[config.mk]
export PLATFORM = sky130hd
export DESIGN_NAME = chop_ctrl
export DESIGN_NICKNAME = d
export VERILOG_FILES = /design/src/rtl/chop_pkg.sv /design/src/rtl/chop_req_decode.sv /design/src/rtl/chop_gate_map.sv /design/src/rtl/chop_ctrl.sv
export SDC_FILE = /design/constraint.sdc
export NUM_CORES = 1
export LEC_CHECK = 0
export BUFFER_PORTS_ARGS = -buffer_cell sky130_fd_sc_hd__buf_4
export CORE_MARGIN = 5
export CORE_UTILIZATION = 62
export CTS_BUF_LIST = sky130_fd_sc_hd__clkbuf_8
export DETAILED_ROUTE_END_ITERATION = 6
export GPL_ROUTABILITY_DRIVEN = 0
export PLACE_DENSITY = 0.82
export SLEW_MARGIN = 10
export SYNTH_ARGS = -nofsm -noshare
export SYNTH_HDL_FRONTEND = slang
export SYNTH_SLANG_ARGS = --single-unit
[constraint.sdc]
create_clock -name clk -period 2.9 [get_ports clk]
set_input_delay 0.58 -clock clk [delete_from_list [all_inputs] [get_ports clk]]
set_output_delay 0.58 -clock clk [all_outputs]
set_load 0.005 [all_outputs]
[src/rtl/chop_pkg.sv]
package chop_pkg;

    typedef enum logic [2:0] {
        PH_OFF,
        PH_BRAKE,
        PH_DRIVE,
        PH_FAST,
        PH_SLOW,
        PH_DEAD
    } phase_t;

    // gate vector order: {hs_a, ls_a, hs_b, ls_b}
    localparam logic [3:0] GV_NONE  = 4'b0000;
    localparam logic [3:0] GV_LOWS  = 4'b0101;
    localparam logic [3:0] GV_DIAGA = 4'b1001;
    localparam logic [3:0] GV_DIAGB = 4'b0110;

    function automatic logic in_motion(phase_t p);
        return (p == PH_DRIVE) || (p == PH_FAST) || (p == PH_SLOW);
    endfunction

    // true when the held activity already satisfies the request
    function automatic logic req_kept(phase_t held, logic held_fwd,
                                      phase_t want, logic want_fwd);
        if (in_motion(held))
            return (want == PH_DRIVE) && (want_fwd == held_fwd);
        return want == held;
    endfunction

endpackage

[src/rtl/chop_req_decode.sv]
module chop_req_decode
    import chop_pkg::*;
(
    input  logic   drive_en,
    input  logic   brake_req,
    output phase_t req_ph
);
    always_comb begin
        if (!drive_en)
            req_ph = PH_OFF;
        else if (brake_req)
            req_ph = PH_BRAKE;
        else
            req_ph = PH_DRIVE;
    end
endmodule

[src/rtl/chop_gate_map.sv]
module chop_gate_map
    import chop_pkg::*;
(
    input  phase_t     ph,
    input  logic       fwd,
    input  logic       zc_cut,
    output logic [3:0] gates
);
    always_comb begin
        case (ph)
            PH_BRAKE: gates = GV_LOWS;
            PH_DRIVE: gates = fwd ? GV_DIAGA : GV_DIAGB;
            PH_FAST:  gates = zc_cut ? GV_NONE : (fwd ? GV_DIAGB : GV_DIAGA);
            PH_SLOW:  gates = zc_cut ? GV_NONE : GV_LOWS;
            default:  gates = GV_NONE;
        endcase
    end
endmodule

[src/rtl/chop_ctrl.sv]
module chop_ctrl
    import chop_pkg::*;
#(
    parameter int T_DEAD  = 25,
    parameter int T_BLANK = 750,
    parameter int T_OFF   = 6250
) (
    input  logic clk,
    input  logic rst_n,
    input  logic drive_en,
    input  logic brake_req,
    input  logic dir_fwd,
    input  logic trip,
    input  logic zero_cur,
    output logic hs_a,
    output logic ls_a,
    output logic hs_b,
    output logic ls_b,
    output logic busy
);
    localparam int T_FAST  = T_OFF / 2;
    localparam int T_SLOW  = T_OFF - T_FAST;
    localparam int T_BIG   = (T_BLANK > T_OFF) ? T_BLANK : T_OFF;
    localparam int T_MAX   = (T_BIG > T_DEAD) ? T_BIG : T_DEAD;
    localparam int CW      = $clog2(T_MAX + 1);
    localparam logic [CW-1:0] C_DEAD  = CW'(T_DEAD - 1);
    localparam logic [CW-1:0] C_BLANK = CW'(T_BLANK);
    localparam logic [CW-1:0] C_FAST  = CW'(T_FAST - 1);
    localparam logic [CW-1:0] C_SLOW  = CW'(T_SLOW - 1);

    typedef struct packed {
        phase_t        ph;
        phase_t        tgt;
        logic          fwd;
        logic          zc;
        logic [CW-1:0] cnt;
    } st_t;

    localparam st_t ST_RESET = '{ph: PH_OFF, tgt: PH_OFF, fwd: 1'b0,
                                 zc: 1'b0, cnt: '0};

    st_t        s_q, s_d;
    phase_t     req_ph;
    logic [3:0] gates;

    chop_req_decode u_req (
        .drive_en  (drive_en),
        .brake_req (brake_req),
        .req_ph    (req_ph)
    );

    function automatic logic [CW-1:0] entry_count(phase_t p);
        case (p)
            PH_DRIVE: return C_BLANK;
            PH_FAST:  return C_FAST;
            PH_SLOW:  return C_SLOW;
            default:  return '0;
        endcase
    endfunction

    always_comb begin
        s_d = s_q;
        if ((s_q.ph == PH_FAST || s_q.ph == PH_SLOW) && zero_cur)
            s_d.zc = 1'b1;
        case (s_q.ph)
            PH_OFF, PH_BRAKE: begin
                if (!req_kept(s_q.ph, s_q.fwd, req_ph, dir_fwd)) begin
                    s_d.ph  = PH_DEAD;
                    s_d.tgt = req_ph;
                    s_d.fwd = dir_fwd;
                    s_d.cnt = C_DEAD;
                end
            end
            PH_DRIVE, PH_FAST, PH_SLOW: begin
                if (!req_kept(s_q.ph, s_q.fwd, req_ph, dir_fwd)) begin
                    s_d.ph  = PH_DEAD;
                    s_d.tgt = req_ph;
                    s_d.fwd = dir_fwd;
                    s_d.cnt = C_DEAD;
                end else if (s_q.cnt != '0) begin
                    s_d.cnt = s_q.cnt - 1'b1;
                end else if (s_q.ph != PH_DRIVE || trip) begin
                    s_d.ph  = PH_DEAD;
                    s_d.cnt = C_DEAD;
                    case (s_q.ph)
                        PH_DRIVE: s_d.tgt = PH_FAST;
                        PH_FAST:  s_d.tgt = PH_SLOW;
                        default:  s_d.tgt = PH_DRIVE;
                    endcase
                end
            end
            PH_DEAD: begin
                if (!req_kept(s_q.tgt, s_q.fwd, req_ph, dir_fwd)) begin
                    s_d.tgt = req_ph;
                    s_d.fwd = dir_fwd;
                end
                if (s_q.cnt == '0) begin
                    s_d.ph  = s_d.tgt;
                    s_d.cnt = entry_count(s_d.tgt);
                    if (s_d.tgt == PH_DRIVE)
                        s_d.zc = 1'b0;
                end else begin
                    s_d.cnt = s_q.cnt - 1'b1;
                end
            end
            default: s_d = ST_RESET;
        endcase
    end

    always_ff @(posedge clk or negedge rst_n) begin
        if (!rst_n)
            s_q <= ST_RESET;
        else
            s_q <= s_d;
    end

    chop_gate_map u_map (
        .ph     (s_q.ph),
        .fwd    (s_q.fwd),
        .zc_cut (s_q.zc),
        .gates  (gates)
    );

    assign {hs_a, ls_a, hs_b, ls_b} = gates;
    assign busy = (s_q.ph == PH_FAST) || (s_q.ph == PH_SLOW) ||
                  ((s_q.ph == PH_DEAD) &&
                   (s_q.tgt == PH_FAST || s_q.tgt == PH_SLOW));

endmodule

### Word level (Yosys, flattened, before mapping)

Index checks and enable logic that the tools add are counted.

| operators by class | value |
|---|---|
| $add $sub $neg | 1 |
| multipliers | 0 |
| divide/modulo/power cells | 0 |
| magnitude comparators | 0 |
| equality and inequality tests | 23 |
| shifts and indexed selects | 0 |
| mux-type cells | 41 |
| bitwise gates (word level) | 0 |
| reduce and logical (&&, ||, !) cells | 22 |

Operators by type and width:

| operator | count |
|---|---|
| 13-bit two-way mux | 5 |
| 13-bit one-hot mux with 3 select lines | 1 |
| 12-bit one-hot mux with 2 select lines | 1 |
| 3-bit by 2-bit equality test with 1-bit output (second input constant) | 7 |
| 7-bit one-hot mux with 3 select lines | 1 |
| 4-bit two-way mux | 5 |
| 6-bit two-way mux | 3 |
| 1-bit two-way mux | 17 |
| 4-bit one-hot mux with 4 select lines | 1 |
| 13-bit logical NOT | 1 |
| 13-bit nonzero test | 1 |
| 13-bit by 1-bit subtractor with 13-bit output (second input constant) | 1 |
| 3-bit equality test (second input constant) | 4 |
| 3-bit two-way mux | 3 |
| 1-bit logical OR | 8 |
| 2-bit != test (second input constant) | 4 |
| 7-bit two-way mux | 1 |
| 3-bit equality test | 2 |
| 3-bit != test (second input constant) | 2 |
| 3-bit one-hot mux with 2 select lines | 1 |
| 3-bit AND reduction | 2 |
| 5-bit OR reduction | 1 |
| 4-bit != test (second input constant) | 1 |
| 4-bit AND reduction | 1 |
| other kinds (10) | 13 |

| storage, ports and cells | value |
|---|---|
| register bits | 21 |
| bits in latches | 0 |
| bits in writable memories | 0 |
| ROM bits | 0 |
| input bits | 7 |
| output and inout port bits | 5 |
| word-level logic and storage cells | 92 |
| memories | 0 |

### Depth between registers and ports, before layout

Gate-level depths: netlist (run 1).

| logic depth | value |
|---|---|
| depth after elaboration | 14 |
| depth in mapped cells | 8 |
| depth with buffers taken out | 7 |

### Cells and area by module

Synthesis (run 1) repeated with hierarchy kept, for this count alone.

| unflattened totals | value |
|---|---|
| cells, all modules | 237 |
| area, all modules | 1,960.6 µm² |

By module, submodules not included:

| module | times used | cells an instance | area each (µm²) | seq. area each (µm²) |
|---|---|---|---|---|
| chop_ctrl | 1 | 218 | 1,819.2 | 525.5 |
| chop_gate_map | 1 | 15 | 113.9 | 0.0 |
| chop_req_decode | 1 | 4 | 27.5 | 0.0 |

### Worst setup path after synthesis (run 1)

OpenSTA, ideal clock, no wires.

| timing | value |
|---|---|
| path type | register to register |
| start | register s_q[0] (netlist bit) |
| end | register s_q[9] (netlist bit) |
| setup time | 87 ps |
| arrival time | 2,081 ps |
| data required time | 2,813 ps |
| path slack | 732 ps |
| stages on the path, launching flop included | 9 |
| buffers on the path | 1 |
| clock period less this slack | 2,168 ps |
| path through | dfrtp_1 > inv_1 > ha_1 > or4b_4 > nor4_4 > a41o_1 > buf_4 > a21oi_1 > o211ai_1 |

| on the way | value |
|---|---|
| word-level cells in the longest chain between the ends | 4 |
| elaborated cells between the ends (all ways) | 9 |
| classes of those cells | 1 x add/sub; 1 x eq/ne; 4 x mux; 3 x reduce/logical |

RTL lines:

| element | line | RTL |
|---|---|---|
| start, declared | chop_ctrl.sv:42 | `st_t s_q, s_d;` |
| start signal, assigned | chop_ctrl.sv:112 | `s_q <= ST_RESET;` |
| start signal, assigned | chop_ctrl.sv:114 | `s_q <= s_d;` |
| 13-bit by 1-bit subtractor with 13-bit output or 13-bit nonzero test (tied branches) | chop_ctrl.sv:81, chop_ctrl.sv:103, chop_ctrl.sv:80 |  |
| 13-bit two-way mux | chop_ctrl.sv:80 | `end else if (s_q.cnt != '0) begin` |
| 13-bit two-way mux | chop_ctrl.sv:75 | `if (!req_kept(s_q.ph, s_q.fwd, req_ph, dir_fwd)) begin` |
| 13-bit one-hot mux with 3 select lines | chop_ctrl.sv:65 | `case (s_q.ph)` |

Parallel ways exist; a longest one is shown, timed or not.
A chain may end at the register's enable or synchronous reset.

### Final worst setup path (run 1)

| timing | value |
|---|---|
| start | register s_q[20] (netlist bit) |
| end | output ls_b |

| on the way | value |
|---|---|
| word-level cells in the longest chain between the ends | 2 |
| elaborated cells between the ends (all ways) | 5 |
| classes of those cells | 4 x eq/ne; 1 x mux |

RTL lines:

| element | line | RTL |
|---|---|---|
| 3-bit equality test, or another cell as far along | chop_gate_map.sv:10 | `case (ph)` |
| 4-bit one-hot mux with 4 select lines * | chop_gate_map.sv:10 |  |
| end, declared | chop_ctrl.sv:18 | `output logic ls_b,` |

Mark *: on every way between the ends. The rest lies on a longest branch, timed or not.

==> results of run 1 <==
cells in the final DEF (no fill, tap or decap), drive strengths merged, types with 5 or more instances in the layout:
cell,Yosys,layout
inv,8,9
a21oi,15,15
o211ai,8,8
buf,3,19
nand3,5,5
nor2b,8,8
dfrtp,21,21
nand2,22,22
o21ai,15,15
nand2b,6,6
nor2,13,13
layout make-up:
cell class	instances	area share, %
timing repair buffer	19	7.92
clock buffer	3	2.29
inverter	8	1.67
sequential	21	29.2
tap	30	2.08
multi-input combinational	161	56.6
clock inverter	1	0.208
power breakdown:
group / leakage, nW / switching [mW] / internal (mW)
clock network: 0.0269 / 0.0967 / 0.0944
registers: 0.269 / 0.216 / 0.405
logic: 0.463 / 0.620 / 0.530
total: 0.760 / 0.932 / 1.03
layer usage:
layer  vias up  GRT usage [%]
met3        11           2.31
met2        87           38.4
met4         0           7.27
met1       746           31.4
met5         -              0
li1        776              -
worst min path at each step:
stage                             start                   to  cells after the start
global placement                  rst_n   s_q[7]$_DFFE_PN0P_                      1
finish                            rst_n   s_q[7]$_DFFE_PN0P_                      1
floorplan                         rst_n   s_q[0]$_DFFE_PN0P_                      0
global route                      rst_n   s_q[6]$_DFFE_PN0P_                      1
CTS                               rst_n   s_q[6]$_DFFE_PN0P_                      1
detailed placement  s_q[12]$_DFFE_PN0P_  s_q[12]$_DFFE_PN0P_                      1
worst max-delay path: stages (launching register included):
cell     delay (ns)
dfrtp_1        0.78
or4b_2         0.66
o31ai_1        0.11
buf_4          0.17
logic make-up (layout without fill, tap and decap cells):
family | after synthesis | after routing | synth area share (%)
buffers and inverters | 24 | 31 | 5.87
adder cells (fa/ha/maj) | 1 | 1 | 0.762
multiplexers | 6 | 6 | 3.96
AND/OR/NAND/NOR | 83 | 83 | 28.7
flip-flops | 21 | 21 | 32.0
XOR/XNOR | 3 | 3 | 1.60
AO/OA/AOI/OAI | 68 | 68 | 27.1
==> metrics.cfg, run 1 <==
[cts]
htree_levels=1
clkLatencyLatePin_ns=0.26
cts_resized=0
post_cts_buffers=0
ctsHoldBuffers=0
clock-sinks=21
clkTransAtPathRegs_ns=0.08
cts_tree=built
ctsRootBufferMaster=clkbuf_8
cts_made_buffers=3
cts_buffer_depth=2

[yosys]
syn_inst=206
synthArstFlopShare_pct=100
synth_top_cell_area_share_pct=32.0
synth-edff-count=0
netlist_top_cells_count=nand2_1 (22), dfrtp_1 (21), a21oi_1 (15)
ys_warn_count=0
synth.avg_cell_area_sq_um=7.97
synth_seq_cells=21
synth_cell_types=53
synth_nets=214
synth.area.top_cells=dfrtp_1 (32%), nand2_1 (5.0%), a21oi_1 (4.6%), o211ai_1 (3.7%), o21ai_0 (3.4%)
yosysMostFrequentCell=nand2_1
syn-cell-area_sq_um=1640
synth_top_area_cell=dfrtp_1
ys_seq_area_share_pct=32.0
ys.flop_type=dfrtp_1

[setup_path]
crit_type=register to output port
reg2reg_from=s_q[0]$_DFFE_PN0P_
rrSetupSlack_ns=0.36
r2r_cells=8
cp-end-kind=output port
cp-start-kind=register
cp-endpoint=ls_b
crit_start=s_q[20]$_DFFE_PN0P_
critPathArrivalTime_ns=1.98
cp_data_required_time_ns=2.32
crit_path_max_fanout=23
r2r_end=s_q[18]$_DFFE_PN0P_

[timing]
setup_slack_ns=0.342
finalHoldViolCount=0
period_share_pct=88.2
timing.slew.headroom_pct=55.2
slew_violations=0
rsz0062_at_grt=no
tns_ns=0
max_slew.worst_pin.slew_ns=0.672
setup_viol=0
fmax_ghz=0.391
finClkSkew_ns=0.00117
fin_crit_ns=2.56
worst_hold_slack_ns=0.186

[placement]
port_buffers=11
dp_cells=239
hpwlAfterDp_microns=2840
place_ws_ns=0.393
placed_area_sq_um=1760

[drt]
top_layer_used=met4
drtPass1Iterations=5
via_count=1620
drt_iter0_markers=146
totalWireLength_microns=3990
wire_per_inst_microns=16.4
wl_met2_microns=1860
viasPerCell=6.67
wl_met1_microns=1720
wl_met3_microns=331
ant_nets=0
drc=0

[die]
die-height_microns=61.5
rows=18
die_width_microns=61.5
boundaryPins=12
start_util_pct=65.7
dieArea_sq_um=3780
core_area_sq_um=2500

[global_routing]
grt_pass1_vias=1449
grt-ovfl-total=0
antenna_found_initial=0
grt_first_pass_wirelength_microns=6630
grt_max_degree=24
grt_usage_pct=23.0

[pwr]
power-per-cell-area_nw_per_um2=1090
power_leakage_nw=0.760
power.total_mw=1.96
ir_drop_mv=0.676

[final_layout]
final_cells=243
multi_input_area_sq_um=1020
n_antenna_cell=0
fin_area_sq_um=1800
n_fill_cell=201
fin_util_pct=72.0
drive_above_1_share_pct=13.1
fin_nets=222
regMostFlops=s_q
largest_reg_flops=21
ff_latch_area_sq_um=526
largestRegisters=s_q (21)
synthToLayoutAreaGrowth_pct=9.68

[run]
maxCapViolCount=0

[outcome]
status=finished, final reports clean

[hold_path]
hp-class=input port to asynchronous set/reset pin

No activity file was read; power rests on OpenSTA's default activity.
==> run 2, diff against run 1 <==
--- a/config.mk
+++ b/config.mk
@@ -7,11 +7,10 @@
 export LEC_CHECK = 0
 export BUFFER_PORTS_ARGS = -buffer_cell sky130_fd_sc_hd__buf_4
 export CORE_MARGIN = 5
-export CORE_UTILIZATION = 62
-export CTS_BUF_LIST = sky130_fd_sc_hd__clkbuf_8
+export CORE_UTILIZATION = 60
 export DETAILED_ROUTE_END_ITERATION = 6
 export GPL_ROUTABILITY_DRIVEN = 0
-export PLACE_DENSITY = 0.82
+export PLACE_DENSITY = 0.79
 export SLEW_MARGIN = 10
 export SYNTH_ARGS = -nofsm -noshare
 export SYNTH_HDL_FRONTEND = slang
==> run 2 against run 1 <==
Against the previous run:
- combinational power is essentially flat
- total power shrank 4.2%
- setup slack gained 0.014 ns
- critical path type is now register to register
- clock skew grew 0.0075 ns
- fmax grew 0.53%
==> metrics.cfg, run 2 (same netlist as run 1, synthesis figures left out) <==
[outcome]
status=finished, final reports clean

[cts]
cts_buffer_depth=2  ; unchanged
ctsHoldBuffers=0  ; unchanged
clkTransAtPathRegs_ns=0.11  ; +0.03 ns
ctsRootBufferMaster=clkbuf_4
cts_made_buffers=3  ; unchanged
cts_resized=0  ; unchanged
cts_tree=built
post_cts_buffers=0  ; unchanged
clock-sinks=21  ; unchanged
htree_levels=1  ; unchanged
clkLatencyLatePin_ns=0.30  ; +0.04 ns

[final_layout]
largest_reg_flops=21  ; unchanged
n_fill_cell=232  ; +15%
n_antenna_cell=0  ; unchanged
final_common_cell=nand2_1
fin_nets=222  ; unchanged
ff_latch_area_sq_um=526  ; unchanged
synthToLayoutAreaGrowth_pct=8.61
regMostFlops=s_q
drive_above_1_share_pct=13.1  ; unchanged
layout_common_cells=nand2_1 (22), dfrtp_1 (21), buf_4 (19), a21oi_1 (15), nor2_1 (13)
multi_input_area_sq_um=1020  ; unchanged
largestRegisters=s_q (21)

[global_routing]
grt-ovfl-total=0  ; unchanged
grt_first_pass_wirelength_microns=6370  ; -4.0%
grt_pass1_vias=1416  ; -2.3%
antenna_found_initial=0  ; unchanged
grt_usage_pct=19.5  ; -3.5 points
grt_max_degree=24  ; unchanged

[placement]
hpwlAfterDp_microns=2850  ; +0.33%
port_buffers=11  ; unchanged

[timing]
finClkSkew_ns=0.00865  ; +0.00748 ns
timing.slew.headroom_pct=60.3  ; +5.1 points
rsz0062_at_grt=no
fin_crit_ns=2.54  ; -0.0136 ns
max_slew.worst_pin.slew_ns=0.595  ; -0.0763 ns
fmax_ghz=0.393  ; +0.53%
period_share_pct=87.7  ; -0.47 points
slew_violations=0  ; unchanged
tns_ns=0  ; unchanged
finalHoldViolCount=0  ; unchanged
setup_viol=0  ; unchanged

[drt]
drt_iter0_markers=74  ; -49%
drtPass1Iterations=4  ; -1
ant_nets=0  ; unchanged
wire_per_inst_microns=15.3  ; -6.8%
totalWireLength_microns=3730  ; -6.4%
via_count=1554  ; -4.1%
drc=0  ; unchanged
viasPerCell=6.37  ; -4.5%

[die]
die-height_microns=62.3  ; +1.4%
die_width_microns=62.3  ; +1.4%
dieArea_sq_um=3880  ; +2.8%
start_util_pct=61.1  ; -4.6 points
core_area_sq_um=2690  ; +7.5%
rows=19  ; +1
boundaryPins=12  ; unchanged

[setup_path]
r2r_end=s_q[6]$_DFFE_PN0P_
cp_data_required_time_ns=3.13  ; +0.81 ns
crit_start=s_q[0]$_DFFE_PN0P_
crit_type=register to register
cp-end-kind=register
cp-start-kind=register
crit_path_max_fanout=13  ; -43%
reg2reg_from=s_q[0]$_DFFE_PN0P_
r2r_cells=7  ; -1
rrSetupSlack_ns=0.36  ; about the same
critPathArrivalTime_ns=2.77  ; +0.79 ns

[run]
maxCapViolCount=0  ; unchanged

[pwr]
power_leakage_nw=0.748  ; -1.5%
ir_drop_mv=0.791  ; +17%
power.total_mw=1.88  ; -4.2%
power-per-cell-area_nw_per_um2=1050  ; -3.2%

[hold_path]
hp-class=input port to asynchronous set/reset pin

run 2: cell types whose count changed in the layout (fill, tap and decap cells not counted):
cell / before / now
clkbuf_1: 0 / 1
clkbuf_4: 0 / 3
inv_1: 9 / 8
clkbuf_8: 3 / 0
run 2: worst max-delay path, cell delays in order (launching register included):
cell      delay, ns
dfrtp_1        0.42
inv_1          0.07
ha_1           0.19
or4b_4         0.50
nor4_4         0.50
a41o_1         0.53
a21oi_1        0.08
o211ai_1       0.18
run 2: area by class of cell:
type | instances | share of cell area (%)
clock buffer | 4 | 1.47
timing repair buffer | 19 | 8.00
sequential | 21 | 29.5
multi-input combinational | 161 | 57.2
inverter | 8 | 1.68
tap | 31 | 2.18
run 2: how the worst max path moves through the flow:
stage	endpoint
after floorplan	s_q[9]$_DFFE_PN0P_
after detailed placement	s_q[6]$_DFFE_PN0P_
after CTS	s_q[6]$_DFFE_PN0P_
final	s_q[6]$_DFFE_PN0P_
after global placement	s_q[6]$_DFFE_PN0P_
after global routing	s_q[7]$_DFFE_PN0P_
run 2: layer usage:
| layer | up-vias | wire [microns] | GRT usage, % |
|---|---|---|---|
| met5 | - | 0 | 0 |
| met4 | 0 | 21 | 2.65 |
| met3 | 2 | 249 | 5.05 |
| met2 | 46 | 1720 | 31.6 |
| met1 | 734 | 1740 | 26.8 |
| li1 | 772 | - | - |
run 2: where the power goes:
group | total [mW] | switching [mW] | internal, mW | leakage, nW
clock | 0.137 | 0.0836 | 0.0536 | 0.0150
combinational | 1.13 | 0.607 | 0.520 | 0.464
sequential | 0.615 | 0.210 | 0.405 | 0.269
run 2: through the flow:
| stage | hold slack, ns | setup slack, ns | area [sq um] | utilization (%) | cells |
|---|---|---|---|---|---|
| 4_1_cts | 0.144 | 0.359 | 1780 | 66.4 | 244 |
| 5_1_grt | 0.134 | 0.140 | 1780 | 66.4 | 244 |
| 3_3_place_gp | 0.473 | 0.487 | 1760 | 65.4 | 240 |
| 2_1_floorplan | 0.284 | 0.732 | 1640 | - | 206 |
| 6_report | 0.134 | 0.356 | 1780 | 66.4 | 244 |
| 3_5_place_dp | 0.477 | 0.394 | 1760 | 65.4 | 240 |
==> run 3, diff against run 2 <==
--- a/config.mk
+++ b/config.mk
@@ -7,11 +7,12 @@
 export LEC_CHECK = 0
 export BUFFER_PORTS_ARGS = -buffer_cell sky130_fd_sc_hd__buf_4
 export CORE_MARGIN = 5
-export CORE_UTILIZATION = 60
+export CORE_UTILIZATION = 66
 export DETAILED_ROUTE_END_ITERATION = 6
 export GPL_ROUTABILITY_DRIVEN = 0
-export PLACE_DENSITY = 0.79
+export PLACE_DENSITY = 0.86
 export SLEW_MARGIN = 10
 export SYNTH_ARGS = -nofsm -noshare
 export SYNTH_HDL_FRONTEND = slang
+export SYNTH_HIERARCHICAL = 1
 export SYNTH_SLANG_ARGS = --single-unit
==> constraint.sdc (replaced) <==
create_clock -name clk -period 3.04 [get_ports clk]
set_input_delay 0.608 -clock clk [delete_from_list [all_inputs] [get_ports clk]]
set_output_delay 0.608 -clock clk [all_outputs]
set_load 0.005 [all_outputs]
==> run 3 against run 2 <==
Against the previous run:
- design area rose by 18%
- setup slack improved by 0.016 ns
- largest power group is now sequential cells
- combinational power fell by 60%
- critical path depth fell by 4
==> metrics.cfg, run 3 <==
[yosys]
ys.flop_type=dfrtp_1
synthAdderAreaFrac_pct=1.28  ; +0.51 points
ys_warn_count=6  ; +6
syn_inst=237  ; +15%
synthArstFlopShare_pct=100  ; unchanged
synth_top_family_by_area=compound AO/OA/AOI/OAI gates
ys_seq_area_share_pct=26.8  ; -5.2 points
synth_compound_area_share_pct=30.1  ; +3.0 points
synth-edff-count=0  ; unchanged
synth_nets=246  ; +15%
synth_xor_area_share_pct=3.57  ; +2.0 points
synth_seq_cells=21  ; unchanged
yosysMostFrequentCell=dfrtp_1
muxShareOfSynthArea_pct=4.79  ; +0.82 points
synth.avg_cell_area_sq_um=8.27  ; +3.8%
synth_top_area_cell=dfrtp_1
synth.area.top_cells=dfrtp_1 (27%), xnor2_1 (3.1%), a21oi_1 (3.1%), mux2i_1 (3.1%), a22oi_1 (3.1%)
synth-simple-area-share_pct=27.7  ; -1.0 points
synth_cell_types=64  ; +21%
syn-cell-area_sq_um=1960  ; +19%
synth_top_cell_area_share_pct=26.8  ; -5.2 points
netlist_top_cells_count=dfrtp_1 (21), nand2_1 (14), nor2_1 (14)

[timing]
fmax_ghz=0.375
max_slew.worst_pin.slew_ns=0.847  ; +0.252 ns
finClkSkew_ns=0.00734  ; -0.00131 ns
tns_ns=0  ; unchanged
setup_slack_ns=0.372  ; +0.0155 ns
slew_violations=0  ; unchanged
timing.slew.headroom_pct=43.5  ; -17 points
rsz0062_at_grt=no
setup_viol=0  ; unchanged
fin_crit_ns=2.67
worst_hold_slack_ns=0.140  ; +0.00660 ns
finalHoldViolCount=0  ; unchanged
period_share_pct=87.8

[final_layout]
final_cells=277  ; +14%
regMostFlops=s_q
final_common_cell=dfrtp_1
largest_reg_flops=21  ; unchanged
n_antenna_cell=0  ; unchanged
fin_area_sq_um=2100  ; +18%
synthToLayoutAreaGrowth_pct=7.34
drive_above_1_share_pct=17.1  ; +3.9 points
fin_util_pct=75.0  ; +8.7 points
layout_common_cells=dfrtp_1 (21), buf_4 (20), nor2_1 (14), nand2_1 (14), a21oi_1 (12)
largestRegisters=s_q (21)
fin_nets=256  ; +15%

[global_routing]
grt_first_pass_wirelength_microns=8510  ; +34%
grt_usage_pct=25.4  ; +5.9 points
grt_max_degree=29  ; +21%
grt_pass1_vias=1739  ; +23%
grt-ovfl-total=0  ; unchanged
antenna_found_initial=0  ; unchanged

[placement]
port_buffers=11  ; unchanged
placed_area_sq_um=2080  ; +18%
place_ws_ns=0.385  ; -0.00958 ns
dp_cells=273  ; +14%
hpwlAfterDp_microns=3630  ; +27%

[run]
maxCapViolCount=0  ; unchanged

[die]
core_area_sq_um=2810  ; +4.4%
start_util_pct=69.9  ; +8.8 points
dieArea_sq_um=4160  ; +7.2%
die-height_microns=64.5  ; +3.5%
boundaryPins=12  ; unchanged
rows=19  ; unchanged
die_width_microns=64.5  ; +3.5%

[setup_path]
max_stage_delay_ns=0.92  ; +0.39 ns
cp-start-kind=register
cp-end-kind=output port
crit_path_max_fanout=28  ; +15
path_cells=nor4b_1 -> or4_1 -> buf_4
cp_data_required_time_ns=2.43  ; -0.70 ns
cp_slowest_cell=dfrtp_1
crit_type=register to output port
r2r_cells=5  ; -2
critPathArrivalTime_ns=2.06  ; -0.71 ns

[cts]
ctsRootBufferMaster=clkbuf_4
ctsHoldBuffers=0  ; unchanged
htree_levels=1  ; unchanged
post_cts_buffers=0  ; unchanged
clkTransAtPathRegs_ns=0.14  ; +0.03 ns
clkLatencyLatePin_ns=0.32  ; +0.02 ns
cts_made_buffers=3  ; unchanged
cts_resized=0  ; unchanged
clock-sinks=21  ; unchanged
cts_buffer_depth=2  ; unchanged
cts_tree=built

[drt]
drt_iter0_markers=331  ; +350%
viasPerCell=7.23  ; +13%
via_count=2002  ; +29%
wire_per_inst_microns=18.2  ; +19%
drtPass1Iterations=5  ; +1
drc=0  ; unchanged
ant_nets=0  ; unchanged
totalWireLength_microns=5040  ; +35%

[pwr]
power_leakage_nw=0.901  ; +20%
power-per-cell-area_nw_per_um2=514  ; -51%
ir_drop_mv=0.431  ; -46%
power.total_mw=1.08  ; -42%

[hold_path]
hp-class=input port to asynchronous set/reset pin

[outcome]
status=finished, final reports clean

## run 3: where the power goes
| group | switching [mW] | internal, mW |
|---|---|---|
| clock network | 0.102 | 0.0493 |
| logic | 0.242 | 0.213 |
| registers | 0.112 | 0.365 |
## run 3: cells by family (layout without fill, tap and decap cells)
family,Yosys count,after routing
multiplexers,9,9
XOR/XNOR,8,8
AO/OA/AOI/OAI,77,77
flip-flops,21,21
AND/OR/NAND/NOR,94,94
other,1,1
adder cells (fa/ha/maj),2,2
buffers and inverters,25,34
## run 3: worst paths after layout
check                                    start  slack [ns]                   to
min                                      rst_n        0.14  s_q[14]$_DFFE_PN0P_
min reg2reg                s_q[12]$_DFFE_PN0P_        0.53  s_q[12]$_DFFE_PN0P_
min in group clk           s_q[12]$_DFFE_PN0P_        0.53  s_q[12]$_DFFE_PN0P_
max reg2reg                s_q[18]$_DFFE_PN0P_        0.62  s_q[15]$_DFFE_PN0P_
max in group asynchronous                rst_n        2.66  s_q[20]$_DFFE_PN0P_
max                        s_q[18]$_DFFE_PN0P_        0.37                 ls_b
## run 3: per-layer routing
metal	global-route usage (%)	vias to the layer above	routed length, microns
met1	37.6	929	2170
met5	0	-	0
li1	-	929	-
met4	5.54	0	93
met2	39.7	125	2270
met3	2.94	19	499
## run 3: cell type report
class / count / area (sq um)
Multi-Input combinational cell: 191 / 1330
Fill cell: 202 / 701
Clock buffer: 3 / 22.5
Tap cell: 31 / 38.8
Timing Repair Buffer: 20 / 150
Inverter: 10 / 37.5
Sequential cell: 21 / 526
Clock inverter: 1 / 5.00
## run 3: worst max-delay path: cells and delay by family (launching register included)
kind                   cells  cell delay, ns
buffers and inverters      1            0.15
flip-flops                 1            0.92
AND/OR/NAND/NOR            2            0.66
